[config.mk]
export PLATFORM = sky130hd
export DESIGN_NAME = secs_alarm_timer
export DESIGN_NICKNAME = d
export VERILOG_FILES = /design/src/rtl/secs_alarm_pkg.sv /design/src/rtl/sec_counter.sv /design/src/rtl/alarm_unit.sv /design/src/rtl/reg_port.sv /design/src/rtl/secs_alarm_timer.sv
export SDC_FILE = /design/constraint.sdc
export NUM_CORES = 1
export LEC_CHECK = 0
export BUFFER_PORTS_ARGS = -buffer_cell sky130_fd_sc_hd__buf_2
export CORE_MARGIN = 5
export CORE_UTILIZATION = 25
export CTS_CLUSTER_DIAMETER = 200
export CTS_CLUSTER_SIZE = 28
export DETAILED_ROUTE_END_ITERATION = 6
export GPL_ROUTABILITY_DRIVEN = 0
export PLACE_DENSITY = 0.41
export SETUP_SLACK_MARGIN = 0.5
export SLEW_MARGIN = 15
export SYNTH_ARGS = -nofsm -noshare
export SYNTH_HDL_FRONTEND = slang
export SYNTH_SLANG_ARGS = --single-unit
[constraint.sdc]
create_clock -name clk -period 3.9 [get_ports clk]
set_input_delay 0.195 -clock clk [delete_from_list [all_inputs] [get_ports clk]]
set_output_delay 0.195 -clock clk [all_outputs]
set_load 0.01 [all_outputs]
[src/rtl/secs_alarm_pkg.sv]
package secs_alarm_pkg;

  localparam int unsigned WORD_W = 32;

  // Word-address map seen by software.
  typedef enum logic [2:0] {
    RA_COUNT = 3'd0,
    RA_MATCH = 3'd1,
    RA_LOAD  = 3'd2,
    RA_CTRL  = 3'd3,
    RA_STAT  = 3'd4,
    RA_RAW   = 3'd5,
    RA_EOI   = 3'd6,
    RA_VER   = 3'd7
  } reg_sel_e;

  // Control word layout: bit3 rollover, bit2 counter on, bit1 mask, bit0 enable.
  typedef struct packed {
    logic wrap_en;
    logic cnt_en;
    logic irq_mask;
    logic irq_en;
  } ctrl_t;

  // Interrupt level from the latched event and the control bits.
  function automatic logic alarm_level(input logic pend, input ctrl_t c);
    return pend & c.irq_en & ~c.irq_mask;
  endfunction

endpackage

[src/rtl/sec_counter.sv]
module sec_counter #(
  parameter int unsigned CNT_W = 32
) (
  input  logic             clk,
  input  logic             rst_n,
  input  logic             tick_i,
  input  logic             cnt_en_i,
  input  logic             wrap_en_i,
  input  logic             load_wr_i,
  input  logic [CNT_W-1:0] load_data_i,
  output logic [CNT_W-1:0] count_o,
  output logic [CNT_W-1:0] load_val_o,
  output logic [CNT_W-1:0] cnt_next_o,
  output logic             update_o
);

  localparam logic [CNT_W-1:0] ALL_ONES = {CNT_W{1'b1}};

  // One-second step: increment, roll over or hold at the top.
  function automatic logic [CNT_W-1:0] step_count(input logic [CNT_W-1:0] cur,
                                                  input logic wrap);
    if (cur == ALL_ONES) return wrap ? '0 : cur;
    return cur + 1'b1;
  endfunction

  logic [CNT_W-1:0] count_q;
  logic [CNT_W-1:0] load_val_q;
  logic             load_pend_q;
  logic             apply_tick;

  assign apply_tick = tick_i & cnt_en_i;
  assign cnt_next_o = load_pend_q ? load_val_q : step_count(count_q, wrap_en_i);
  assign update_o   = apply_tick;
  assign count_o    = count_q;
  assign load_val_o = load_val_q;

  always_ff @(posedge clk or negedge rst_n) begin
    if (!rst_n) begin
      count_q <= '0;
    end else if (apply_tick) begin
      count_q <= cnt_next_o;
    end
  end

  // A write in the tick cycle stays pending for the following tick.
  always_ff @(posedge clk or negedge rst_n) begin
    if (!rst_n) begin
      load_val_q  <= '0;
      load_pend_q <= 1'b0;
    end else if (load_wr_i) begin
      load_val_q  <= load_data_i;
      load_pend_q <= 1'b1;
    end else if (apply_tick) begin
      load_pend_q <= 1'b0;
    end
  end

  assert_count_step_R2: assert property (@(posedge clk) disable iff (!rst_n)
    (apply_tick && !load_pend_q && count_q != ALL_ONES) |=> count_q == $past(count_q) + 1'b1);

  assert_count_hold_R2: assert property (@(posedge clk) disable iff (!rst_n)
    !apply_tick |=> $stable(count_q));

  assert_load_apply_R3: assert property (@(posedge clk) disable iff (!rst_n)
    (apply_tick && load_pend_q) |=> count_q == $past(load_val_q));

  assert_wrap_zero_R4: assert property (@(posedge clk) disable iff (!rst_n)
    (apply_tick && !load_pend_q && count_q == ALL_ONES && wrap_en_i) |=> count_q == '0);

  assert_sat_hold_R4: assert property (@(posedge clk) disable iff (!rst_n)
    (apply_tick && !load_pend_q && count_q == ALL_ONES && !wrap_en_i) |=> count_q == ALL_ONES);

endmodule

[src/rtl/alarm_unit.sv]
module alarm_unit
  import secs_alarm_pkg::*;
#(
  parameter int unsigned CNT_W = 32
) (
  input  logic             clk,
  input  logic             rst_n,
  input  logic             match_wr_i,
  input  logic [CNT_W-1:0] match_data_i,
  input  logic             update_i,
  input  logic [CNT_W-1:0] cnt_next_i,
  input  logic             eoi_rd_i,
  input  ctrl_t            ctrl_i,
  output logic [CNT_W-1:0] match_o,
  output logic             pend_o,
  output logic             irq_o
);

  logic [CNT_W-1:0] match_q;
  logic             pend_q;
  logic             match_evt;

  // The event is judged on the value the count takes at this update.
  assign match_evt = update_i & (cnt_next_i == match_q);
  assign match_o   = match_q;
  assign pend_o    = pend_q;
  assign irq_o     = alarm_level(pend_q, ctrl_i);

  always_ff @(posedge clk or negedge rst_n) begin
    if (!rst_n) begin
      match_q <= '0;
    end else if (match_wr_i) begin
      match_q <= match_data_i;
    end
  end

  // A new event in the acknowledge cycle wins over the clear.
  always_ff @(posedge clk or negedge rst_n) begin
    if (!rst_n) begin
      pend_q <= 1'b0;
    end else if (match_evt) begin
      pend_q <= 1'b1;
    end else if (eoi_rd_i) begin
      pend_q <= 1'b0;
    end
  end

  assert_evt_latch_R5: assert property (@(posedge clk) disable iff (!rst_n)
    match_evt |=> pend_q);

  assert_eoi_clear_R7: assert property (@(posedge clk) disable iff (!rst_n)
    (eoi_rd_i && !match_evt) |=> !pend_q);

  assert_no_spurious_R5: assert property (@(posedge clk) disable iff (!rst_n)
    (!pend_q && !match_evt) |=> !pend_q);

  assert_irq_gated_R6: assert property (@(posedge clk) disable iff (!rst_n)
    (!ctrl_i.irq_en || ctrl_i.irq_mask || !pend_q) |-> !irq_o);

endmodule

[src/rtl/reg_port.sv]
module reg_port
  import secs_alarm_pkg::*;
#(
  parameter int unsigned     CNT_W   = 32,
  parameter int unsigned     ADDR_W  = 4,
  parameter logic [WORD_W-1:0] VERSION = 32'h0001_0100
) (
  input  logic              clk,
  input  logic              rst_n,
  input  logic              wr_i,
  input  logic              rd_i,
  input  logic [ADDR_W-1:0] addr_i,
  input  logic [WORD_W-1:0] wdata_i,
  input  logic [CNT_W-1:0]  count_i,
  input  logic [CNT_W-1:0]  match_i,
  input  logic [CNT_W-1:0]  load_val_i,
  input  logic              pend_i,
  input  logic              irq_i,
  output ctrl_t             ctrl_o,
  output logic              load_wr_o,
  output logic              match_wr_o,
  output logic              eoi_rd_o,
  output logic [WORD_W-1:0] rdata_o
);

  localparam int unsigned CTRL_W = $bits(ctrl_t);

  logic     in_map;
  reg_sel_e sel;
  ctrl_t    ctrl_q;
  logic [WORD_W-1:0] rdata_q;
  logic [WORD_W-1:0] rd_mux;
  logic     unused_wdata;

  generate
    if (ADDR_W > 3) begin : g_wide
      assign in_map = ~|addr_i[ADDR_W-1:3];
    end else begin : g_narrow
      assign in_map = 1'b1;
    end
  endgenerate

  assign sel          = reg_sel_e'(addr_i[2:0]);
  assign load_wr_o    = wr_i & in_map & (sel == RA_LOAD);
  assign match_wr_o   = wr_i & in_map & (sel == RA_MATCH);
  assign eoi_rd_o     = rd_i & in_map & (sel == RA_EOI);
  assign ctrl_o       = ctrl_q;
  assign rdata_o      = rdata_q;
  assign unused_wdata = ^wdata_i;

  always_ff @(posedge clk or negedge rst_n) begin
    if (!rst_n) begin
      ctrl_q <= '0;
    end else if (wr_i && in_map && sel == RA_CTRL) begin
      ctrl_q <= ctrl_t'(wdata_i[CTRL_W-1:0]);
    end
  end

  always_comb begin
    rd_mux = '0;
    if (in_map) begin
      unique case (sel)
        RA_COUNT: rd_mux = WORD_W'(count_i);
        RA_MATCH: rd_mux = WORD_W'(match_i);
        RA_LOAD:  rd_mux = WORD_W'(load_val_i);
        RA_CTRL:  rd_mux = WORD_W'(ctrl_q);
        RA_STAT:  rd_mux = WORD_W'(irq_i);
        RA_RAW:   rd_mux = WORD_W'(pend_i);
        RA_EOI:   rd_mux = '0;
        RA_VER:   rd_mux = VERSION;
        default:  rd_mux = '0;
      endcase
    end
  end

  always_ff @(posedge clk or negedge rst_n) begin
    if (!rst_n) begin
      rdata_q <= '0;
    end else if (rd_i) begin
      rdata_q <= rd_mux;
    end
  end

  assert_unmapped_zero_R8: assert property (@(posedge clk) disable iff (!rst_n)
    (rd_i && !in_map) |=> rdata_q == '0);

  assert_ctrl_only_by_write_R1: assert property (@(posedge clk) disable iff (!rst_n)
    !wr_i |=> $stable(ctrl_q));

endmodule

[src/rtl/secs_alarm_timer.sv]
module secs_alarm_timer
  import secs_alarm_pkg::*;
#(
  parameter int unsigned       CNT_W   = 32,
  parameter int unsigned       ADDR_W  = 4,
  parameter logic [WORD_W-1:0] VERSION = 32'h0001_0100
) (
  input  logic              clk,
  input  logic              rst_n,
  input  logic              pps_tick_i,
  input  logic              bus_wr_i,
  input  logic              bus_rd_i,
  input  logic [ADDR_W-1:0] bus_addr_i,
  input  logic [31:0]       bus_wdata_i,
  output logic [31:0]       bus_rdata_o,
  output logic              irq_o
);

  ctrl_t            ctrl;
  logic             load_wr;
  logic             match_wr;
  logic             eoi_rd;
  logic [CNT_W-1:0] count;
  logic [CNT_W-1:0] load_val;
  logic [CNT_W-1:0] cnt_next;
  logic [CNT_W-1:0] match_val;
  logic             update;
  logic             pend;

  reg_port #(.CNT_W(CNT_W), .ADDR_W(ADDR_W), .VERSION(VERSION)) u_regs (
    .clk        (clk),
    .rst_n      (rst_n),
    .wr_i       (bus_wr_i),
    .rd_i       (bus_rd_i),
    .addr_i     (bus_addr_i),
    .wdata_i    (bus_wdata_i),
    .count_i    (count),
    .match_i    (match_val),
    .load_val_i (load_val),
    .pend_i     (pend),
    .irq_i      (irq_o),
    .ctrl_o     (ctrl),
    .load_wr_o  (load_wr),
    .match_wr_o (match_wr),
    .eoi_rd_o   (eoi_rd),
    .rdata_o    (bus_rdata_o)
  );

  sec_counter #(.CNT_W(CNT_W)) u_cnt (
    .clk         (clk),
    .rst_n       (rst_n),
    .tick_i      (pps_tick_i),
    .cnt_en_i    (ctrl.cnt_en),
    .wrap_en_i   (ctrl.wrap_en),
    .load_wr_i   (load_wr),
    .load_data_i (bus_wdata_i[CNT_W-1:0]),
    .count_o     (count),
    .load_val_o  (load_val),
    .cnt_next_o  (cnt_next),
    .update_o    (update)
  );

  alarm_unit #(.CNT_W(CNT_W)) u_alarm (
    .clk          (clk),
    .rst_n        (rst_n),
    .match_wr_i   (match_wr),
    .match_data_i (bus_wdata_i[CNT_W-1:0]),
    .update_i     (update),
    .cnt_next_i   (cnt_next),
    .eoi_rd_i     (eoi_rd),
    .ctrl_i       (ctrl),
    .match_o      (match_val),
    .pend_o       (pend),
    .irq_o        (irq_o)
  );

endmodule

After elaboration in Yosys (flattened, before gate mapping)
Index checks and enable logic that the tools add are counted.
{ "classes": {"addsub": 1, "eq_ne": 9, "mux": 11, "bitwise": 10, "n_reduce_logical": 6} }
{ "op_table": {"columns": ["operator", "count"], "rows": [
  ["32-bit case mux with 8 select lines", 1],
  ["32-bit two-way mux", 5],
  ["32-bit by 1-bit adder with 32-bit output (second input constant)", 1],
  ["32-bit == test", 1],
  ["32-bit == test (second input constant)", 1],
  ["3-bit == test (second input constant)", 4],
  ["1-bit bitwise AND", 9],
  ["3-bit by 2-bit == test with 1-bit output (second input constant)", 2],
  ["1-bit two-way mux", 5],
  ["2-bit nonzero test", 2],
  ["3-bit by 1-bit == test with 1-bit output (second input constant)", 1],
  ["3-bit logical NOT", 1],
  ["1-bit logical AND", 2],
  ["1-bit logical NOT", 1],
  ["1-bit inverter", 1]
]} }
{ "totals": {"regBits": 134, "output_inout_bits": 33, "wordCells": 47} }

Logic depth before layout (Yosys ltp)
{ "depth": {"word_depth": 7, "ltp_mapped": 12} }

Hierarchy
A second synthesis with hierarchy kept.
{ "hier_totals": {"hier_cells": 807, "hier_area_um2": 7857.5} }
{ "modules_own_cells": {"columns": ["module", "n_inst", "cells_per_inst", "area_per_inst_um2", "seq_area_each_um2"], "rows": [
  ["sec_counter", 1, 482, 4277.9, 1626.6],
  ["reg_port", 1, 209, 2010.7, 900.9],
  ["alarm_unit", 1, 116, 1569.0, 825.8]
]} }

Worst setup path before layout
No wires, ideal clock.
{ "synth_timing": {"kind": "register -> register", "start": "register u_cnt.count_q[1] (netlist: u_cnt.count_o[1])", "end": "register u_alarm.pend_q (netlist: u_alarm.pend_o)", "setup_time_ns": 0.066, "arrival_ns": 3.316, "required_ns": 3.834, "setup_slack_ns": 0.518, "stages_incl_launch_ff": 13, "n_path_buf": 2, "cell_sequence": "dfrtp_1 > ha_1 > nand4_4 > or4_1 > buf_2 > or4_4 > buf_6 > a211o_1 > a22oi_2 > xor2_1 > nand4_1 > a2111oi_2 > a31o_1"} }
{ "synth_between": {"elab_chain_len": 7, "word_cells_on_any_way": 11, "classes_between": "add/sub (1); eq/ne (2); mux (6); bitwise (1); reduce/logical (1)"} }
{ "synth_lines": {"columns": ["element", "line", "source"], "rows": [
  ["start: declaration", "sec_counter.sv:26", "logic [CNT_W-1:0] count_q;"],
  ["start signal: assignment", "sec_counter.sv:41", "count_q <= cnt_next_o;"],
  ["parallel branches: the longest is 2 deep, another holds 32-bit by 1-bit adder with 32-bit output", null, null],
  ["32-bit two-way mux (*)", "sec_counter.sv:23", "return cur + 1'b1;"],
  ["32-bit two-way mux (*)", "sec_counter.sv:32", "assign cnt_next_o = load_pend_q ? load_val_q : step_count(count_q, wrap_en_i);"],
  ["32-bit == test (*)", "alarm_unit.sv:24", "assign match_evt = update_i & (cnt_next_i == match_q);"],
  ["1-bit bitwise AND (*)", "alarm_unit.sv:24", null],
  ["1-bit two-way mux or 2-bit nonzero test (tied branches)", null, null],
  ["end signal: assignment", "alarm_unit.sv:40", "pend_q <= 1'b0;"],
  ["end signal: assignment", "alarm_unit.sv:42", "pend_q <= 1'b1;"],
  ["end signal: assignment", "alarm_unit.sv:44", "pend_q <= 1'b0;"],
  ["end: declaration", "alarm_unit.sv:20", "logic pend_q;"]
]} }
Every way passes the cells marked *. The select of a mux whose other input is x is not followed.
A chain may end at the register's enable or synchronous reset.

Worst setup path in the final report
{ "layout_timing": {"start": "register u_cnt.count_q[9] (netlist: u_cnt.count_o[9])", "end": "register u_alarm.pend_q (netlist: u_alarm.pend_o)"} }
The elaborated chain is that of the path after synthesis.

==> results.json <==
{
  "outcome": "finished with violations",
  "violations": "design-rule violations",
  "crit_type": "flip-flop to flip-flop",
  "synth_cells": 837,
  "worstMarginPinSlew_ns": 0.970,
  "die_h_um": 187,
  "fillers": 3282,
  "syn_to_final_growth_pct": 22.0,
  "antenna_found_initial": 1,
  "grt_start_max_net_pins": 90,
  "final_nets": 952,
  "timing.reg2reg.setup_slack_ns": 0.60,
  "cts.sinks": 134,
  "fp.dieArea_um2": 34900,
  "mostFrequentLayoutCells": "dfrtp_1, o21ai_0, buf_2",
  "min_from": "bus_wdata_i[6]",
  "slew_violations": 0,
  "rows": 64,
  "slew_headroom_pct": 35.3,
  "leakage_nw": 3.95,
  "period_needed_ns": 3.30,
  "clockRootBuffer": "clkbuf_16",
  "cts_tree": "done",
  "clk_latency_ns": 0.43,
  "io_pins": 74,
  "fmax_ghz": 0.303,
  "start_util_pct": 25.4,
  "grt-ovfl-total": 0,
  "htree_levels": 4,
  "synth_cell_types": 75,
  "finalWorstSetupSlack_ns": 0.602,
  "drive_gt1_share_pct": 27.5,
  "drc": 2,
  "cp.required_ns": 4.28,
  "portBuffers": 73,
  "max-vdd-ir-drop_mv": 0.304,
  "grt.total_usage_pct": 17.0,
  "dpl_worst_slack_ns": 0.294,
  "cts.clk_slew.worst_paths_ns": 0.07,
  "detailedPlacementHpwl_um": 21300,
  "synth.net_count": 879,
  "routed_wl_um": 29400,
  "setup_tns_ns": 0,
  "powerDensity_nw_per_um2": 608,
  "wl_per_cell_um": 22.3,
  "fin_area_um2": 9540,
  "grt_setup_unrepaired": "no",
  "layout_commonest_cell": "dfrtp_1",
  "hold_viol_final": 0,
  "core_area_um2": 30700,
  "crit_start": "u_cnt.count_o[9]",
  "cts_buffers": 17,
  "synth_edf_count": 0,
  "p_total_mw": 5.80,
  "hold_ws_ns": 0.00992,
  "critPathArrivalTime_ns": 3.67,
  "setup_viol": 0,
  "grt_pass1_wl_um": 46000,
  "synth-seq-area-share_pct": 42.9,
  "synth_area_per_cell_um2": 9.34,
  "antenna_left": 0,
  "r2r-start": "u_cnt.count_o[9]",
  "n_antenna_cell": 0,
  "synth_warnings": 0,
  "clockBufferDepth": 2,
  "cp_max_fo": 9,
  "vias_per_cell": 5.23,
  "die_w_um": 187,
  "vias": 6894,
  "grt_pass1_vias": 7106,
  "syn-cell-area_um2": 7820,
  "startpoint_type": "flip-flop",
  "fin_crit_sh_pct": 84.6,
  "async_flop_share_pct": 100,
  "synth-seq-cells": 134,
  "maxCapViolCount": 0,
  "endpoint_kind": "flip-flop",
  "clock_skew_ns": 0.0193,
  "hold_path_class": "input pin to flip-flop",
  "dpl-instance-area_um2": 8750,
  "synth_ff_type": "dfrtp_1",
  "drt-initial-drc-count": 557,
  "first_pass_iters": 7
}
==> sequential cells by signal (all words and copies together), names as in the netlist <==
register,count
u_cnt.load_val_o,32
u_alarm.match_o,32
u_regs.rdata_o,32
u_cnt.load_pend_q,1
u_cnt.count_o,32
u_regs.ctrl_o,4
u_alarm.pend_o,1
==> stage by stage <==
| stage | utilization (%) | cells |
|---|---|---|
| global route | 31.0 | 1319 |
| global placement | 28.5 | 1284 |
| CTS | 30.9 | 1319 |
| floorplan | - | 837 |
| finish | 31.0 | 1319 |
| detailed placement | 28.5 | 1284 |
==> path summary, 6_finish.rpt <==
path | endpoint | depth (start not counted)
hold / removal | u_cnt.load_val_o[6] | 2
setup reg to reg | u_alarm.pend_o | 10
hold reg to reg | u_regs.rdata_o[26] | 2
setup / recovery | u_alarm.pend_o | 10
min in group asynchronous | u_regs.rdata_o[24] | 2
max in group asynchronous | u_cnt.load_val_o[31] | 3
==> cells by family after synthesis <==
kind of cell             share of synthesized area, %
AO/OA/AOI/OAI                                    21.1
AND/OR/NAND/NOR                                  14.2
flip-flops                                       42.9
buffers and inverters                            6.34
multiplexers                                     10.6
XOR/XNOR                                         4.71
adder cells (fa/ha/maj)                         0.160
==> power breakdown <==
part	leakage, nW	internal (mW)	total (mW)	switching, mW
Clock	0.316	1.19	1.86	0.667
Sequential	1.69	1.73	2.22	0.492
Combinational	1.94	0.741	1.72	0.984
==> timing repair <==
action,CTS,global route
buffers inserted,0,0
hold buffers,3,0
pin swaps,0,2
gates cloned,0,0
endpoints found under the hold margin,90,0
resized for setup,10,10
endpoints found under the setup margin,1,1
==> critical path: stages, from the launching register on <==
cell,delay [ns]
dfrtp_1,0.47
nand3_4,0.17
or3_2,0.53
or4_1,0.61
buf_4,0.24
a21o_1,0.18
a2111oi_2,0.34
buf_4,0.17
nand4_1,0.08
nor4_1,0.28
a31o_1,0.17
==> cell type report <==
cell class	count	area, um^2	share of cell area [%]
Timing Repair Buffer	123	754	7.91
Clock buffer	21	470	4.93
Tap cell	396	495	5.19
Inverter	55	206	2.16
Clock inverter	11	195	2.05
Multi-Input combinational cell	579	4060	42.5
Sequential cell	134	3360	35.2
==> synth_stat cells, drive strengths merged, types with 5 or more instances <==
cell type | number | share of area [%]
xnor2 | 28 | 3.1
inv | 54 | 2.6
o2bb2ai | 17 | 1.9
clkbuf | 54 | 2.7
nand2 | 48 | 2.3
o2111ai | 33 | 3.7
o21ai | 74 | 4.7
xor2 | 14 | 1.6
or3 | 6 | 0.51
and4 | 6 | 0.67
and3 | 7 | 0.58
nand4 | 18 | 1.8
a31oi | 12 | 0.96
nor3 | 12 | 0.77
mux2 | 69 | 9.9
nor4 | 12 | 1.0
nand3 | 22 | 1.6
a21oi | 40 | 2.6
mux2i | 5 | 0.64
o22ai | 12 | 0.96
nor2 | 67 | 3.2
a22oi | 7 | 0.74
dfrtp | 134 | 43
a21o | 6 | 0.58
buf | 15 | 1.0
o31ai | 5 | 0.48
==> routing by layer <==
layer	track usage, %	wire [um]	vias up	share of wire [%]
met5	0	0	-	0
met3	3.10	1340	27	4.5
met4	4.27	498	0	1.7
met1	24.2	14200	3435	48
li1	-	-	3226	-
met2	26.7	13400	206	46
(Power assumes the default switching activity.)
